<file path="src/rtl/sfu_pkg.sv">
package sfu_pkg;

    typedef enum logic [2:0] {
        SEL_OPSTAT  = 3'd0,
        SEL_ERR     = 3'd1,
        SEL_ERR_EN  = 3'd2,
        SEL_SERR    = 3'd3,
        SEL_SERR_EN = 3'd4,
        SEL_MODE    = 3'd5,
        SEL_FCNT    = 3'd6,
        SEL_BCNT    = 3'd7
    } reg_sel_e;

    // operational status positions
    localparam int OP_IN_DONE  = 11;
    localparam int OP_OUT_DONE = 10;
    localparam int OP_IN_SVC   = 9;
    localparam int OP_OUT_SVC  = 8;
    localparam int OP_STICKY_LSB = 8;

    // error positions
    localparam int ERR_LSB = 2;
    localparam int ERR_MSB = 5;

    // mode fields
    localparam int MODE_IN_LSB  = 12;
    localparam int MODE_OUT_LSB = 10;

    typedef struct packed {
        logic out_ovr;
        logic in_udr;
        logic out_udr;
        logic in_ovr;
    } fifo_err_t;

    typedef struct packed {
        logic in_done;
        logic out_done;
        logic in_svc;
        logic out_svc;
    } op_sticky_t;

    function automatic logic uses_fifo_count(input logic [1:0] mode_code);
        return mode_code == 2'd0;
    endfunction

endpackage

</file>
<file path="src/rtl/sfu_w1c_reg.sv">
module sfu_w1c_reg #(
    parameter int W = 4
) (
    input  logic         clk,
    input  logic         rst,
    input  logic [W-1:0] set,
    input  logic         clr_we,
    input  logic [W-1:0] clr_data,
    output logic [W-1:0] q
);
    for (genvar b = 0; b < W; b++) begin : g_bit
        always_ff @(posedge clk) begin
            if (rst)
                q[b] <= 1'b0;
            else if (set[b])
                q[b] <= 1'b1;
            else if (clr_we && clr_data[b])
                q[b] <= 1'b0;
        end
    end
endmodule

</file>
<file path="src/rtl/sfu_word_counter.sv">
module sfu_word_counter #(
    parameter int CNT_W = 16
) (
    input  logic             clk,
    input  logic             rst,
    input  logic             run,
    input  logic             step,
    input  logic [CNT_W-1:0] limit,
    output logic             done_hit,
    output logic             remaining
);
    logic [CNT_W-1:0] cnt;

    assign remaining = cnt < limit;
    assign done_hit  = step && remaining && ((cnt + 1'b1) == limit);

    always_ff @(posedge clk) begin
        if (rst || !run)
            cnt <= '0;
        else if (step && remaining)
            cnt <= cnt + 1'b1;
    end
endmodule

</file>
<file path="src/rtl/serial_flag_unit.sv">
module serial_flag_unit
    import sfu_pkg::*;
#(
    parameter int DEPTH = 8,
    parameter int CNT_W = 16,
    parameter int LVL_W = $clog2(DEPTH + 1)
) (
    input  logic             clk,
    input  logic             rst,
    input  logic             run,
    input  logic [LVL_W-1:0] in_level,
    input  logic [LVL_W-1:0] out_level,
    input  logic             rx_word,
    input  logic             tx_need,
    input  logic             host_push,
    input  logic             host_pop,
    input  logic             clk_over,
    input  logic             clk_under,
    input  logic             wr_en,
    input  logic [2:0]       wr_sel,
    input  logic [31:0]      wr_data,
    output logic [31:0]      op_status,
    output logic [31:0]      err_flags,
    output logic [31:0]      serr_flags,
    output logic             irq
);
    localparam logic [LVL_W-1:0] FULL_LVL = LVL_W'(DEPTH);
    localparam logic [LVL_W-1:0] HALF_LVL = LVL_W'(DEPTH / 2);

    logic in_full, out_full, in_empty, out_empty;
    assign in_full   = in_level == FULL_LVL;
    assign out_full  = out_level == FULL_LVL;
    assign in_empty  = in_level == '0;
    assign out_empty = out_level == '0;

    // configuration
    logic [3:0]       err_en;
    logic [1:0]       serr_en;
    logic [1:0]       mode_in, mode_out;
    logic [CNT_W-1:0] fifo_cnt, blk_cnt;

    always_ff @(posedge clk) begin
        if (rst) begin
            err_en   <= '0;
            serr_en  <= '0;
            mode_in  <= '0;
            mode_out <= '0;
            fifo_cnt <= '0;
            blk_cnt  <= '0;
        end else if (wr_en) begin
            case (reg_sel_e'(wr_sel))
                SEL_ERR_EN:  err_en   <= wr_data[ERR_MSB:ERR_LSB];
                SEL_SERR_EN: serr_en  <= wr_data[1:0];
                SEL_MODE: begin
                    mode_in  <= wr_data[MODE_IN_LSB +: 2];
                    mode_out <= wr_data[MODE_OUT_LSB +: 2];
                end
                SEL_FCNT:    fifo_cnt <= wr_data[CNT_W-1:0];
                SEL_BCNT:    blk_cnt  <= wr_data[CNT_W-1:0];
                default: ;
            endcase
        end
    end

    logic [CNT_W-1:0] in_limit, out_limit;
    assign in_limit  = uses_fifo_count(mode_in)  ? fifo_cnt : blk_cnt;
    assign out_limit = uses_fifo_count(mode_out) ? fifo_cnt : blk_cnt;

    // word counters
    logic rx_step, tx_step;
    logic in_hit, out_hit, in_rem, out_rem;
    assign rx_step = run && rx_word && !in_full;
    assign tx_step = run && tx_need && !out_empty;

    sfu_word_counter #(.CNT_W(CNT_W)) u_in_cnt (
        .clk(clk), .rst(rst), .run(run), .step(rx_step), .limit(in_limit),
        .done_hit(in_hit), .remaining(in_rem)
    );
    sfu_word_counter #(.CNT_W(CNT_W)) u_out_cnt (
        .clk(clk), .rst(rst), .run(run), .step(tx_step), .limit(out_limit),
        .done_hit(out_hit), .remaining(out_rem)
    );

    // sticky operational flags
    op_sticky_t op_set, op_q;
    assign op_set.in_done  = in_hit;
    assign op_set.out_done = out_hit;
    assign op_set.in_svc   = run && !in_empty;
    assign op_set.out_svc  = run && (out_level <= HALF_LVL) && out_rem;

    sfu_w1c_reg #(.W(4)) u_op_reg (
        .clk(clk), .rst(rst), .set(op_set),
        .clr_we(wr_en && reg_sel_e'(wr_sel) == SEL_OPSTAT),
        .clr_data(wr_data[OP_IN_DONE:OP_STICKY_LSB]), .q(op_q)
    );

    // FIFO error flags
    fifo_err_t err_set, err_q;
    assign err_set.out_ovr = host_push && out_full;
    assign err_set.in_udr  = host_pop && in_empty;
    assign err_set.out_udr = run && tx_need && out_empty;
    assign err_set.in_ovr  = rx_word && in_full;

    sfu_w1c_reg #(.W(4)) u_err_reg (
        .clk(clk), .rst(rst), .set(err_set),
        .clr_we(wr_en && reg_sel_e'(wr_sel) == SEL_ERR),
        .clr_data(wr_data[ERR_MSB:ERR_LSB]), .q(err_q)
    );

    // serial-side error flags
    logic [1:0] serr_q;
    sfu_w1c_reg #(.W(2)) u_serr_reg (
        .clk(clk), .rst(rst), .set({clk_over, clk_under}),
        .clr_we(wr_en && reg_sel_e'(wr_sel) == SEL_SERR),
        .clr_data(wr_data[1:0]), .q(serr_q)
    );

    assign op_status  = {20'd0, op_q, in_full, out_full, !in_empty, !out_empty, 4'd0};
    assign err_flags  = {26'd0, err_q, 2'd0};
    assign serr_flags = {30'd0, serr_q};

    assign irq = (|op_q) || (|(err_q & err_en)) || (|(serr_q & serr_en));
endmodule

</file>
<file path="config.mk">
export PLATFORM = sky130hd
export DESIGN_NAME = serial_flag_unit
export DESIGN_NICKNAME = d
export VERILOG_FILES = /design/src/rtl/sfu_pkg.sv /design/src/rtl/sfu_w1c_reg.sv /design/src/rtl/sfu_word_counter.sv /design/src/rtl/serial_flag_unit.sv
export SDC_FILE = /design/constraint.sdc
export NUM_CORES = 1
export LEC_CHECK = 0
export BUFFER_PORTS_ARGS = -buffer_cell sky130_fd_sc_hd__buf_4
export CELL_PAD_IN_SITES_DETAIL_PLACEMENT = 0
export CELL_PAD_IN_SITES_GLOBAL_PLACEMENT = 2
export CORE_MARGIN = 10
export CORE_UTILIZATION = 31
export CTS_CLUSTER_SIZE = 40
export DETAILED_ROUTE_END_ITERATION = 10
export PLACE_DENSITY = 0.86
export SLEW_MARGIN = 20
export SYNTH_ARGS = -nofsm -noshare
export SYNTH_HDL_FRONTEND = slang
export SYNTH_SLANG_ARGS = --single-unit
</file>
<file path="constraint.sdc">
create_clock -name clk -period 3.5 [get_ports clk]
set_input_delay 0 -clock clk [delete_from_list [all_inputs] [get_ports clk]]
set_output_delay 0 -clock clk [all_outputs]
set_load 0.01 [all_outputs]
</file>
**Word-level counts from Yosys, hierarchy flattened**

Index checks and enable logic that the tools add are counted.

- Register bits: 84
- Bits in latches: 0
- Bits in writable memories: 0
- Bits in read-only memories: 0
- Bits of input ports: 53
- Output and inout bits: 97
- Word-level logic and storage cells: 116
- Memories: 0

- Add/subtract/negate cells: 2
- Multiply operators: 0
- Divide/modulo/power cells: 0
- Order comparisons: 3
- Eq/ne operators: 11
- Shift-type cells: 0
- Mux-type cells: 22
- Bitwise operators: 2
- Reductions and logical operators: 58

Operators with widths:

| kind | number |
|---|---|
| adder 16 x 1 -> 16 bit, second input constant | 2 |
| equality test 16 bit | 2 |
| less-than comparator 16 bit | 2 |
| 2-to-1 mux 16 bit | 2 |
| logical AND 1 bit | 28 |
| 2-to-1 mux 1 bit | 20 |
| nonzero test 2 bit | 10 |
| equality test 3 bit, second input constant | 4 |
| AND reduction 2 bit | 5 |
| equality test 4 bit, second input constant | 2 |
| zero test 4 bit | 2 |
| OR reduction 4 bit | 2 |
| equality test 3 x 2 -> 1 bit, second input constant | 2 |
| bitwise AND 4 bit | 1 |
| less-or-equal comparator 4 x 3 -> 1 bit, second input constant | 1 |
| zero test 1 bit | 4 |
| zero test 2 bit | 2 |
| equality test 3 x 1 -> 1 bit, second input constant | 1 |
| zero test 3 bit | 1 |
| logical OR 1 bit | 3 |
| bitwise AND 2 bit | 1 |
| OR reduction 2 bit | 1 |

**Depth between registers and ports, before layout**

Gate-level depths: netlist of the first run.

- Depth after elaboration: 6
- Depth in mapped cells: 14
- Gate-level depth less buffers: 10

**By module**

A second synthesis of the first run with hierarchy kept.

- Cell total of the unflattened synthesis: 781
- Area total of the unflattened synthesis: 6685.2 sq um

Modules (own cells, without submodules):

| module | instances | cells each | area each (sq um) | seq. area each (sq um) |
|---|---|---|---|---|
| sfu_word_counter | 2 | 214 | 1660.3 | 320.3 |
| serial_flag_unit | 1 | 313 | 3001.6 | 840.8 |
| sfu_w1c_reg (u_err_reg ...) | 2 | 16 | 145.1 | 80.1 |
| sfu_w1c_reg (u_serr_reg) | 1 | 8 | 72.6 | 40.0 |

**Worst setup path before layout of the first run**

OpenSTA, ideal clock, no wires.

- Kind: register to register
- From: reg mode_out[0]
- To: reg u_out_cnt.cnt[14]
- Library setup time: 0.070 ns
- Arrival: 3.042 ns
- Required time: 3.430 ns
- Slack: 0.387 ns
- Cell stages (with the launch flop): 14
- Buffers on the path: 3
- Period minus slack after synthesis: 3.113 ns
- Path through: dfxtp_1 > nor2_4 > buf_6 > mux2i_1 > ha_1 > a21o_1 > a21o_1 > a21oi_1 > o21ai_1 > or3_1 > buf_2 > buf_6 > or4_1 > a21oi_1

- Longest elaborated chain between the ends: 4

Ends and longest elaborated chain:

| what | line | source |
|---|---|---|
| start, declared | serial_flag_unit.sv:39 | `logic [1:0] mode_in, mode_out;` |
| start signal, assigned | serial_flag_unit.sv:56 | `mode_out <= wr_data[MODE_OUT_LSB +: 2];` |
| zero test 2 bit | sfu_pkg.sv:44 | `return mode_code == 2'd0;` |
| 2-to-1 mux 16 bit | serial_flag_unit.sv:67 | `assign out_limit = uses_fifo_count(mode_out) ? fifo_cnt : blk_cnt;` |
| less-than comparator 16 bit | sfu_word_counter.sv:14 | `assign remaining = cnt < limit;` |
| logical AND 1 bit | sfu_word_counter.sv:20 | `else if (step && remaining)` |
| end signal, assigned | sfu_word_counter.sv:21 | `cnt <= cnt + 1'b1;` |
| end, declared | sfu_word_counter.sv:12 | `logic [CNT_W-1:0] cnt;` |

Every way passes these cells.
A chain may end at the register's enable or synchronous reset.

**Worst setup path in the final report of the first run**

- From: reg mode_out[0]
- To: reg u_out_cnt.cnt[3]

Same word-level chain as after synthesis.

==> results of run 1 <==
-- final timing paths --
check	startpoint	endpoint	slack, ps	cells after the start
max	mode_out[0]	u_out_cnt.cnt[3]	280	12
min reg2reg	blk_cnt[13]	blk_cnt[13]	470	2
min	out_level[0]	u_op_reg.q[0]	90	4
max reg2reg	mode_out[0]	u_out_cnt.cnt[3]	280	12
-- worst max-delay path: cells and delay by family (launching register included) --
kind	cells	cell delay, ps
DFF	1	330
adders and majority gates	1	320
and+or+nand+nor	3	940
muxes	1	410
AOI/OAI and AO/OA	5	750
buffers and inverters	2	400
-- routing by layer --
layer	up-vias	part of all wire [%]	track usage, %
li1	2568	-	-
met1	2342	47	16.10
met2	109	48	20.10
met3	7	4.2	2.571
met4	0	0.59	4.007
met5	-	0	0
-- cell families (layout without fill, tap and decap cells) --
family,after synthesis,in the layout
and+or+nand+nor,256,256
AOI/OAI and AO/OA,138,138
buffers and inverters,123,115
DFF,84,84
xor gates and xnor gates,52,52
muxes,44,44
adders and majority gates,34,34
other,1,82
-- cell usage after synthesis (all sizes together) (7+ instances only) --
cell type	count	share of area (%)
a21o	9	1.1
a21oi	68	5.6
a22oi	7	0.87
buf	94	12
clkbuf	20	1.2
dfxtp	84	28
ha	34	7.0
inv	9	0.56
mux2i	42	7.5
nand2	101	6.3
nand2b	8	0.83
nand3	16	1.4
nand4	12	1.3
nor2	40	2.8
nor3	19	1.7
o21ai	17	1.4
o31ai	12	1.7
or3	9	1.0
or4	13	1.7
xnor2	44	6.5
-- final cells by class --
cell class,instances,area share [%]
multi-input cells,606,55.67
repair buffers,91,10.88
flip-flops and latches,84,24.13
inverters,9,0.4847
clock buffers,11,3.339
clock inverters,4,0.7361
well taps,265,4.758
-- what timing repair did --
item	4_1_cts	5_1_grt
setup buffers	0	0
hold endpoints to repair	49	0
hold buffers	25	0
-- sequential cells by signal (all words and copies together), names as in the netlist --
name and cells:
blk_cnt 16, err_en 4, fifo_cnt 16, mode_in 2
mode_out 2, serr_en 2, u_err_reg.q 4, u_in_cnt.cnt 16
u_op_reg.q 4, u_out_cnt.cnt 16, u_serr_reg.q 2
-- power breakdown --
part           switching [mW]  total [mW]  internal (mW)
Sequential             0.0122       0.983          0.971
Clock                   0.405       0.955          0.550
Combinational           0.196       0.324          0.128
Total                   0.614        2.26           1.65
==> results.txt, run 1 <==
Slew headroom -> 41.72%
Pleak -> 2.795 nW
Placed insts -> 1030
Post-synth EDFFs -> 0
Initial Utilization -> 31.33%
P per Cell Area -> 324.7 nW/um^2
Clock sinks -> 84
# setup viols final -> 0
Final Hold Fails -> 0
Post-synthesis register bit count -> 84
Post-route design area -> 6969 um^2
Critical path class -> flop to flop
Largest net degree at the start of global routing -> 57
DR vias -> 5026
Initial antenna violation count -> 0
PnR worst setup slack -> 276.0 ps
Filler cells -> 2054
Hold Crit Class -> primary input to flop
Post-synthesis async set-or-reset flop share -> 0%
Most common cell after layout, fill and taps aside -> nand2_1
Most frequent cells in the layout -> nand2_1, dfxtp_1, conb_1
Critical-path cell list -> nor2_4 > buf_12 > mux2i_1 > ha_1 > a21o_1 > a21o_1 > a21oi_1 > o21ai_1 > or3_1 > buf_4 > or4_1 > a21oi_1
RSZ-0062 raised after global routing -> false
Core area -> 19330 um^2
Max-Cap Viols -> 0
Worst-path maximum fanout -> 25
Routed WL per cell -> 15.25 um
Mapped cell area -> 6057 um^2
Multi-input logic area -> 3880 um^2
Sequential standard cell area -> 1682 um^2
Nature of the critical path startpoint -> flop
CP Data Required Time -> 3780 ps
Fin. max-slew vios -> 0
Yosys Warn Count -> 0
Mapped Avg Cell Area -> 8.275 um^2
DIE AREA -> 25530 um^2
Final RePlAce weighted congestion -> 0.7740
Critical Path AT -> 3500 ps
Clk Tree Root Cell -> clkbuf_16
Die Span X -> 159.8 um
DR vias/cell -> 4.697
Setup TNS -> 0 ps
Clk_skew -> 8.147 ps
Synthesized instance count -> 732
# DRC -> 0
CTS Buf Count -> 9
Max Root-Sink Buffers -> 2
Tot Pwr -> 2.263 mW
Achievable Freq -> 310.2 MHz
Main combinational cell family by area after synthesis -> simple AND/OR/NAND/NOR gates
Via count of the first global-routing pass -> 4888
Post-Route WL -> 16320 um
Final Core Density -> 36.04%
Crit. End Element -> flop
I/O Pins -> 150
First-pass GRT wire length -> 26110 um
Tmin final -> 3224 ps
Die height -> 159.8 um
Clk slew on worst S/H paths -> 70 ps
FP Rows -> 51
Max VDD drop -> 0.2496 mV
Final net count -> 888
CTS H-tree depth -> 3
Ys flop type -> dfxtp_1
Post-Layout Cell Count -> 1070
Pre-CTS worst setup slack -> 294.8 ps
GRT Overall Usage -> 12.41%
Crit-path max cell delay -> 480 ps
Seq/Total Area, Yosys -> 27.76%
Period utilization -> 92.11%
TritonCTS clock tree -> built
Worst path slowest cell -> or4_1
Gr ovfl total -> 0
Diode count -> 0
Area Overhead vs Synth -> 15.06%
Count of cell types in the netlist -> 66
Synth Area in Compound Gates -> 14.01%
PostCTS Resize Cnt -> 0
Final ANT Viol Nets -> 0
Post-DP HPWL -> 12410 um
Simple-Gate Fraction of Synth Area -> 21.79%
Mux cell area share after synthesis -> 7.850%
Clk_lat worst skew -> 350 ps
Port Buffer Count -> 51
Share of layout cells above drive strength 1 -> 12.92%
Synth Area in XOR/XNOR -> 8.098%
Area after DPL -> 6435 um^2
Worst slew pin tran -> 871.6 ps
Adder-Cell Fraction of Synth Area -> 7.023%
Status -> complete, no violations
Initial drt markers -> 241
Initial DRT Pass Iterations -> 5
WHS -> 87.98 ps
Note: power is estimated with default switching activity, not from simulation.
==> run 2, diff against run 1 <==
--- a/config.mk
+++ b/config.mk
@@ -9,10 +9,10 @@
 export CELL_PAD_IN_SITES_DETAIL_PLACEMENT = 0
 export CELL_PAD_IN_SITES_GLOBAL_PLACEMENT = 2
 export CORE_MARGIN = 10
-export CORE_UTILIZATION = 31
+export CORE_UTILIZATION = 34
 export CTS_CLUSTER_SIZE = 40
 export DETAILED_ROUTE_END_ITERATION = 10
-export PLACE_DENSITY = 0.86
+export PLACE_DENSITY = 0.93
 export SLEW_MARGIN = 20
 export SYNTH_ARGS = -nofsm -noshare
 export SYNTH_HDL_FRONTEND = slang
==> constraint.sdc (replaced) <==
create_clock -name clk -period 4.1 [get_ports clk]
set_input_delay 0.82 -clock clk [delete_from_list [all_inputs] [get_ports clk]]
set_output_delay 0.82 -clock clk [all_outputs]
set_load 0.01 [all_outputs]
==> results.txt, run 2 (synthesis results as in run 1) <==
Max VDD drop -> 0.2017 mV (-19%)
Clk_lat worst skew -> 350 ps (about the same)
CP Data Required Time -> 4380 ps (+600 ps)
Final ANT Viol Nets -> 0 (unchanged)
Critical-path cell list -> nor2_4 > mux2i_1 > ha_1 > a21o_1 > a21o_1 > a21oi_1 > o21ai_1 > or3_1 > or4_1 > a21oi_1
Final RePlAce weighted congestion -> 0.8157 (+5.4%)
# DRC -> 0 (unchanged)
R2R Setup Slk -> 670 ps (+390 ps)
Most frequent cells in the layout -> nand2_1, dfxtp_1, conb_1
Hold_sp -> blk_cnt[11]
TritonCTS clock tree -> built
Tmin final -> 3433 ps (+209.4 ps)
Hold Path Sink -> blk_cnt[11]
WHS Path Cells -> 2 (-2)
Worst path slowest cell -> or3_1
Initial drt markers -> 284 (+18%)
Routed WL per cell -> 16.00 um (+4.9%)
GRT Overall Usage -> 13.25% (+0.85 points)
Final Core Density -> 38.24% (+2.2 points)
Area Overhead vs Synth -> 9.564%
Most common cell after layout, fill and taps aside -> nand2_1
Status -> complete, no violations
Initial Utilization -> 34.90% (+3.6 points)
Critical Path AT -> 3720 ps (+220 ps)
Gr ovfl total -> 0 (unchanged)
Die height -> 153.5 um (-3.9%)
Die Span X -> 153.5 um (-3.9%)
Cts hold-fix bufs -> 0 (-100%)
P per Cell Area -> 298.3 nW/um^2 (-8.1%)
DIE AREA -> 23550 um^2 (-7.7%)
Largest net degree at the start of global routing -> 57 (unchanged)
First-pass GRT wire length -> 25760 um (-1.3%)
# setup viols final -> 0 (unchanged)
Critical path's top delay family -> simple AND/OR/NAND/NOR gates
Post-DP HPWL -> 12100 um (-2.4%)
Crit-path max cell delay -> 670 ps (+190 ps)
Worst slew pin tran -> 842.2 ps (-29.43 ps)
I/O Pins -> 150 (unchanged)
WHS -> 468.9 ps (+381.0 ps)
Worst-path maximum fanout -> 25 (unchanged)
Clk slew on worst S/H paths -> 60 ps (about the same)
Final net count -> 857 (-3.5%)
Hold Crit Class -> flop to flop
DR vias/cell -> 4.954 (+5.5%)
Diode count -> 0 (unchanged)
Clk_skew -> 7.883 ps (-0.2648 ps)
Pleak -> 2.673 nW (-4.4%)
Tot Pwr -> 1.980 mW (-13%)
Clock sinks -> 84 (unchanged)
Period utilization -> 83.74% (-8.4 points)
Crit. End Element -> flop
PnR worst setup slack -> 666.5 ps (+390.6 ps)
Share of layout cells above drive strength 1 -> 13.03% (+0.11 points)
CTS Buf Count -> 9 (unchanged)
Max-Cap Viols -> 0 (unchanged)
FP Rows -> 48 (-5.9%)
Filler cells -> 1850 (-9.9%)
Worst reg2reg path startpoint -> mode_out[0]
Initial DRT Pass Iterations -> 6 (+1)
Final Hold Fails -> 0 (unchanged)
Post-route design area -> 6636 um^2 (-4.8%)
Post-Route WL -> 16000 um (-1.9%)
Critical path buffer and inverter count -> 0 (-2)
Post-Layout Cell Count -> 1000 (-6.5%)
PostCTS Resize Cnt -> 0 (unchanged)
Area after DPL -> 6320 um^2 (-1.8%)
Post CTS Setup Buffer Count -> 0 (unchanged)
Clk Tree Root Cell -> clkbuf_16
Initial antenna violation count -> 0 (unchanged)
Nature of the critical path startpoint -> flop
Fin. max-slew vios -> 0 (unchanged)
Port Buffer Count -> 51 (unchanged)
DR vias -> 4954 (-1.4%)
RSZ-0062 raised after global routing -> false
Slew headroom -> 43.69% (+2.0 points)
Reg-to-reg endpoint -> u_out_cnt.cnt[9]
Max Root-Sink Buffers -> 2 (unchanged)
Critical path class -> flop to flop
Placed insts -> 984 (-4.5%)
Pre-CTS worst setup slack -> 691.3 ps (+396.5 ps)
Setup TNS -> 0 ps (unchanged)
CTS H-tree depth -> 3 (unchanged)
Achievable Freq -> 291.3 MHz (-6.1%)
R2r worst-path depth -> 10 (-2)
Via count of the first global-routing pass -> 4860 (-0.57%)
Core area -> 17360 um^2 (-10%)
run 2: cell count changes in the layout (fill, tap and decap cells not counted):
cell | previous run | this run
a211oi_4 | 1 | 0
clkbuf_1 | 2 | 0
buf_4 | 65 | 60
dlygate4sd3_1 | 25 | 0
clkinv_2 | 1 | 3
buf_12 | 1 | 0
bufinv_16 | 1 | 2
a211oi_2 | 0 | 1
run 2: metal layers:
metal	track usage, %	wire [um]	vias to the layer above
met3	3.227	922	15
met1	16.87	7286	2288
met4	4.498	307	0
li1	-	-	2498
met2	21.35	7485	153
met5	0	0	-
run 2: worst register-to-register path, stage by stage, from the launching register on:
cell,delay (ps)
dfxtp_1,330
nor2_4,260
mux2i_1,440
ha_1,330
a21o_1,160
a21o_1,160
a21oi_1,140
o21ai_1,130
or3_1,670
or4_1,590
a21oi_1,150
run 2: worst max path at each step:
stage,startpoint,endpoint,cells past startpoint
final,mode_out[0],u_out_cnt.cnt[9],10
after global routing,mode_out[0],u_out_cnt.cnt[9],10
after CTS,mode_out[0],u_out_cnt.cnt[14],10
after detailed placement,mode_out[0],u_out_cnt.cnt[9],10
after global placement,mode_out[0],u_out_cnt.cnt[14],10
after floorplan,mode_out[0],u_out_cnt.cnt[14],13
run 2: report_power, final:
| group | switching, mW | internal, mW |
|---|---|---|
| sequential | 0.0105 | 0.829 |
| clock | 0.360 | 0.532 |
| combinational | 0.162 | 0.0860 |
run 2: layout make-up:
type / count / area, um^2 / area share (%)
Multi-Input combinational cell: 606 / 3872 / 58.35
Sequential cell: 84 / 1682 / 25.34
Timing Repair Buffer: 60 / 450.4 / 6.787
Tap cell: 225 / 281.5 / 4.242
Clock buffer: 9 / 225.2 / 3.394
Clock inverter: 7 / 91.34 / 1.376
Inverter: 9 / 33.78 / 0.5091
==> run 3, diff against run 2 <==
--- a/config.mk
+++ b/config.mk
@@ -5,14 +5,15 @@
 export SDC_FILE = /design/constraint.sdc
 export NUM_CORES = 1
 export LEC_CHECK = 0
+export ABC_AREA = 1
 export BUFFER_PORTS_ARGS = -buffer_cell sky130_fd_sc_hd__buf_4
 export CELL_PAD_IN_SITES_DETAIL_PLACEMENT = 0
 export CELL_PAD_IN_SITES_GLOBAL_PLACEMENT = 2
 export CORE_MARGIN = 10
-export CORE_UTILIZATION = 34
+export CORE_UTILIZATION = 26
 export CTS_CLUSTER_SIZE = 40
 export DETAILED_ROUTE_END_ITERATION = 10
-export PLACE_DENSITY = 0.93
+export PLACE_DENSITY = 0.83
 export SLEW_MARGIN = 20
 export SYNTH_ARGS = -nofsm -noshare
 export SYNTH_HDL_FRONTEND = slang
==> constraint.sdc (replaced) <==
create_clock -name clk -period 2.85 [get_ports clk]
set_input_delay 0.57 -clock clk [delete_from_list [all_inputs] [get_ports clk]]
set_output_delay 0.57 -clock clk [all_outputs]
set_load 0.01 [all_outputs]
==> results.txt, run 3 <==
Status -> complete, no violations
Most frequent cells in the layout -> nand2_1, inv_1, o21ai_0
Top post-synthesis cells by count -> nand2_1, inv_1, o21ai_0
I/O Pins -> 150 (unchanged)
# setup viols final -> 0 (unchanged)
Most frequent cell after synthesis -> nand2_1
Critical Path AT -> 2860 ps (-860 ps)
Initial antenna violation count -> 0 (unchanged)
Setup TNS -> 0 ps (unchanged)
Fin. max-slew vios -> 0 (unchanged)
Share of layout cells above drive strength 1 -> 11.29% (-1.7 points)
Period utilization -> 90.85% (+7.1 points)
Max Root-Sink Buffers -> 2 (unchanged)
Sw frac -> 31.98% (+5.1 points)
CTS H-tree depth -> 3 (unchanged)
Clock power share -> 38.0% (-7.1 points)
P per Cell Area -> 463.1 nW/um^2 (+55%)
Largest net degree at the start of global routing -> 40 (-30%)
Pleak -> 3.182 nW (+19%)
Worst path slowest cell -> dfxtp_1
Final Core Density -> 30.12% (-8.1 points)
Int Pwr -> 2.234 mW (+54%)
Post-synthesis async set-or-reset flop share -> 0% (unchanged)
Achievable Freq -> 386.2 MHz (+33%)
Mapped cell area -> 6243 um^2 (+3.1%)
Max-Cap Viols -> 0 (unchanged)
Post CTS Setup Buffer Count -> 0 (unchanged)
FP Rows -> 56 (+17%)
Die Span X -> 175.0 um (+14%)
Critical-path cell list -> nor2_4 > buf_4 > o21ai_0 > inv_1 > ha_1 > nand2_1 > inv_1 > o21ai_0 > nand2_1 > a21oi_1 > nand3b_1 > inv_1 > buf_4 > o21ai_0 > a31oi_1
# DRC -> 0 (unchanged)
Combinational Power Share -> 22.5% (+10 points)
Post-synth EDFFs -> 0 (unchanged)
Mapped Avg Cell Area -> 6.410 um^2 (-23%)
Filler cells -> 2680 (+45%)
Critical path class -> flop to flop
Final Hold Fails -> 0 (unchanged)
Post-DP HPWL -> 14730 um (+22%)
Sw Pwr -> 1.050 mW (+97%)
Synthesized instance count -> 974 (+33%)
Tot Pwr -> 3.284 mW (+66%)
Post-synthesis register bit count -> 84 (unchanged)
Initial Utilization -> 26.52% (-8.4 points)
Worst-path maximum fanout -> 16 (-36%)
Crit. End Element -> flop
TritonCTS clock tree -> built
Worst slew pin tran -> 650.2 ps (-192.0 ps)
Post-Route WL -> 18430 um (+15%)
RSZ-0062 raised after global routing -> false
Most common cell after layout, fill and taps aside -> nand2_1
Initial drt markers -> 326 (+15%)
Count of cell types in the netlist -> 39 (-41%)
Top cell type's share of synthesized area -> 26.93% (-0.83 points)
Die height -> 175.0 um (+14%)
Clock sinks -> 84 (unchanged)
Final net count -> 1118 (+30%)
Final RePlAce weighted congestion -> 0.8129 (-0.34%)
Max VDD drop -> 0.3214 mV (+59%)
Main area contributors after synthesis -> dfxtp_1, nand2_1, buf_4, o21ai_0, inv_1
Seq/Total Area, Yosys -> 26.93% (-0.83 points)
First-pass GRT wire length -> 29550 um (+15%)
Clk_lat worst skew -> 340 ps (about the same)
Area leader, netlist -> dfxtp_1
Port Buffer Count -> 51 (unchanged)
Part of the power in registers -> 39.5% (-2.9 points)
Ys flop type -> dfxtp_1
Clk_skew -> 4.412 ps (-3.471 ps)
DR vias/cell -> 4.368 (-12%)
Clk Tree Root Cell -> clkbuf_16
Slew headroom -> 56.61% (+13 points)
Yosys Warn Count -> 0 (unchanged)
Final ANT Viol Nets -> 0 (unchanged)
Hold Crit Class -> primary input to flop
Clk slew on worst S/H paths -> 70 ps (about the same)
CTS Buf Count -> 9 (unchanged)
Diode count -> 0 (unchanged)
Nature of the critical path startpoint -> flop
Core area -> 23540 um^2 (+36%)
Tmin final -> 2589 ps (-844.2 ps)
Area Overhead vs Synth -> 13.57%
Routed WL per cell -> 13.60 um (-15%)
DR vias -> 5919 (+19%)
Via count of the first global-routing pass -> 5661 (+16%)
Gr ovfl total -> 0 (unchanged)
DIE AREA -> 30610 um^2 (+30%)
GRT Overall Usage -> 11.88% (-1.4 points)
Initial DRT Pass Iterations -> 5 (-1)
CP Data Required Time -> 3120 ps (-1260 ps)
Crit-path max cell delay -> 400 ps (-270 ps)
[run 3: changes by cell type after synthesis, moves of 10 or more]
cell	delta
nand3_1	+49
mux2i_1	-38
nor3_1	-15
a21oi_1	+11
inv_1	+107
o21ai_0	+96
nor2_1	+40
xnor2_1	-43
nand2_1	+116
or4_1	-12
o31ai_1	-10
[run 3: path summary, 6_finish.rpt]
| path | start | endpoint | slack [ps] | cells past startpoint |
|---|---|---|---|---|
| worst max-delay path | mode_in[0] | u_in_cnt.cnt[8] | 260 | 15 |
| worst min-delay path | clk_under | u_serr_reg.q[0] | 430 | 3 |
| worst max register to register | mode_in[0] | u_in_cnt.cnt[8] | 260 | 15 |
| worst min register to register | blk_cnt[15] | blk_cnt[15] | 470 | 2 |
[run 3: area by class of cell]
type,instances,area [um^2],area share [%]
multi-input combinational,744,3677,51.86
sequential,84,1682,23.72
timing repair buffer,73,573.1,8.082
inverter,119,446.7,6.300
tap,319,399.1,5.629
clock buffer,11,252.7,3.564
clock inverter,5,60.06,0.8470
[run 3: what timing repair did]
action | in CTS | in global routing
setup endpoints to repair | 0 | 19
resized for setup | 0 | 8
hold buffers | 0 | 0
[run 3: layer usage]
layer / GRT usage (%) / share of wire, %
met2: 18.66 / 44
met4: 3.815 / 1.4
met5: 0 / 0
met1: 15.88 / 50
met3: 2.457 / 4.8
[run 3: critical path: cells and delay by family, from the launching register on]
kind / cells / cell delay [ps]
AND/OR/NAND/NOR: 4 / 310
AO/OA/AOI/OAI: 5 / 920
flip-flops: 1 / 400
buffers and inverters: 5 / 700
adder cells (fa/ha/maj): 1 / 200
[run 3: power groups by stage]
stage	Clock [mW]	Combinational, mW	Sequential, mW
CTS	1.28	0.738	1.30
finish	1.25	0.738	1.30
floorplan	0	0.570	1.31
global placement	0	0.732	1.32
detailed placement	0	0.735	1.32
global route	1.32	0.856	1.31
[run 3: kinds of logic (layout without fill, tap and decap cells)]
family	count (synthesis)	after routing	synth area share [%]
and+or+nand+nor	411	411	28.84
buffers and inverters	227	208	19.12
AOI/OAI and AO/OA	213	213	17.68
DFF	84	84	26.93
adders and majority gates	34	34	6.814
xor gates and xnor gates	4	4	0.5611
other	1	82	0.06006
[run 3: stage by stage]
stage / cells / setup WS [ps] / hold WS, ps / cell area [um^2]
floorplan: 1055 / 583.2 / 435.8 / 6548
global placement: 1339 / 147.2 / 458.1 / 6775
detailed placement: 1339 / 156.2 / 460.4 / 6775
CTS: 1355 / 119.6 / 421.4 / 7088
global route: 1355 / 13.37 / 443.3 / 7091
finish: 1355 / 260.8 / 428.1 / 7091
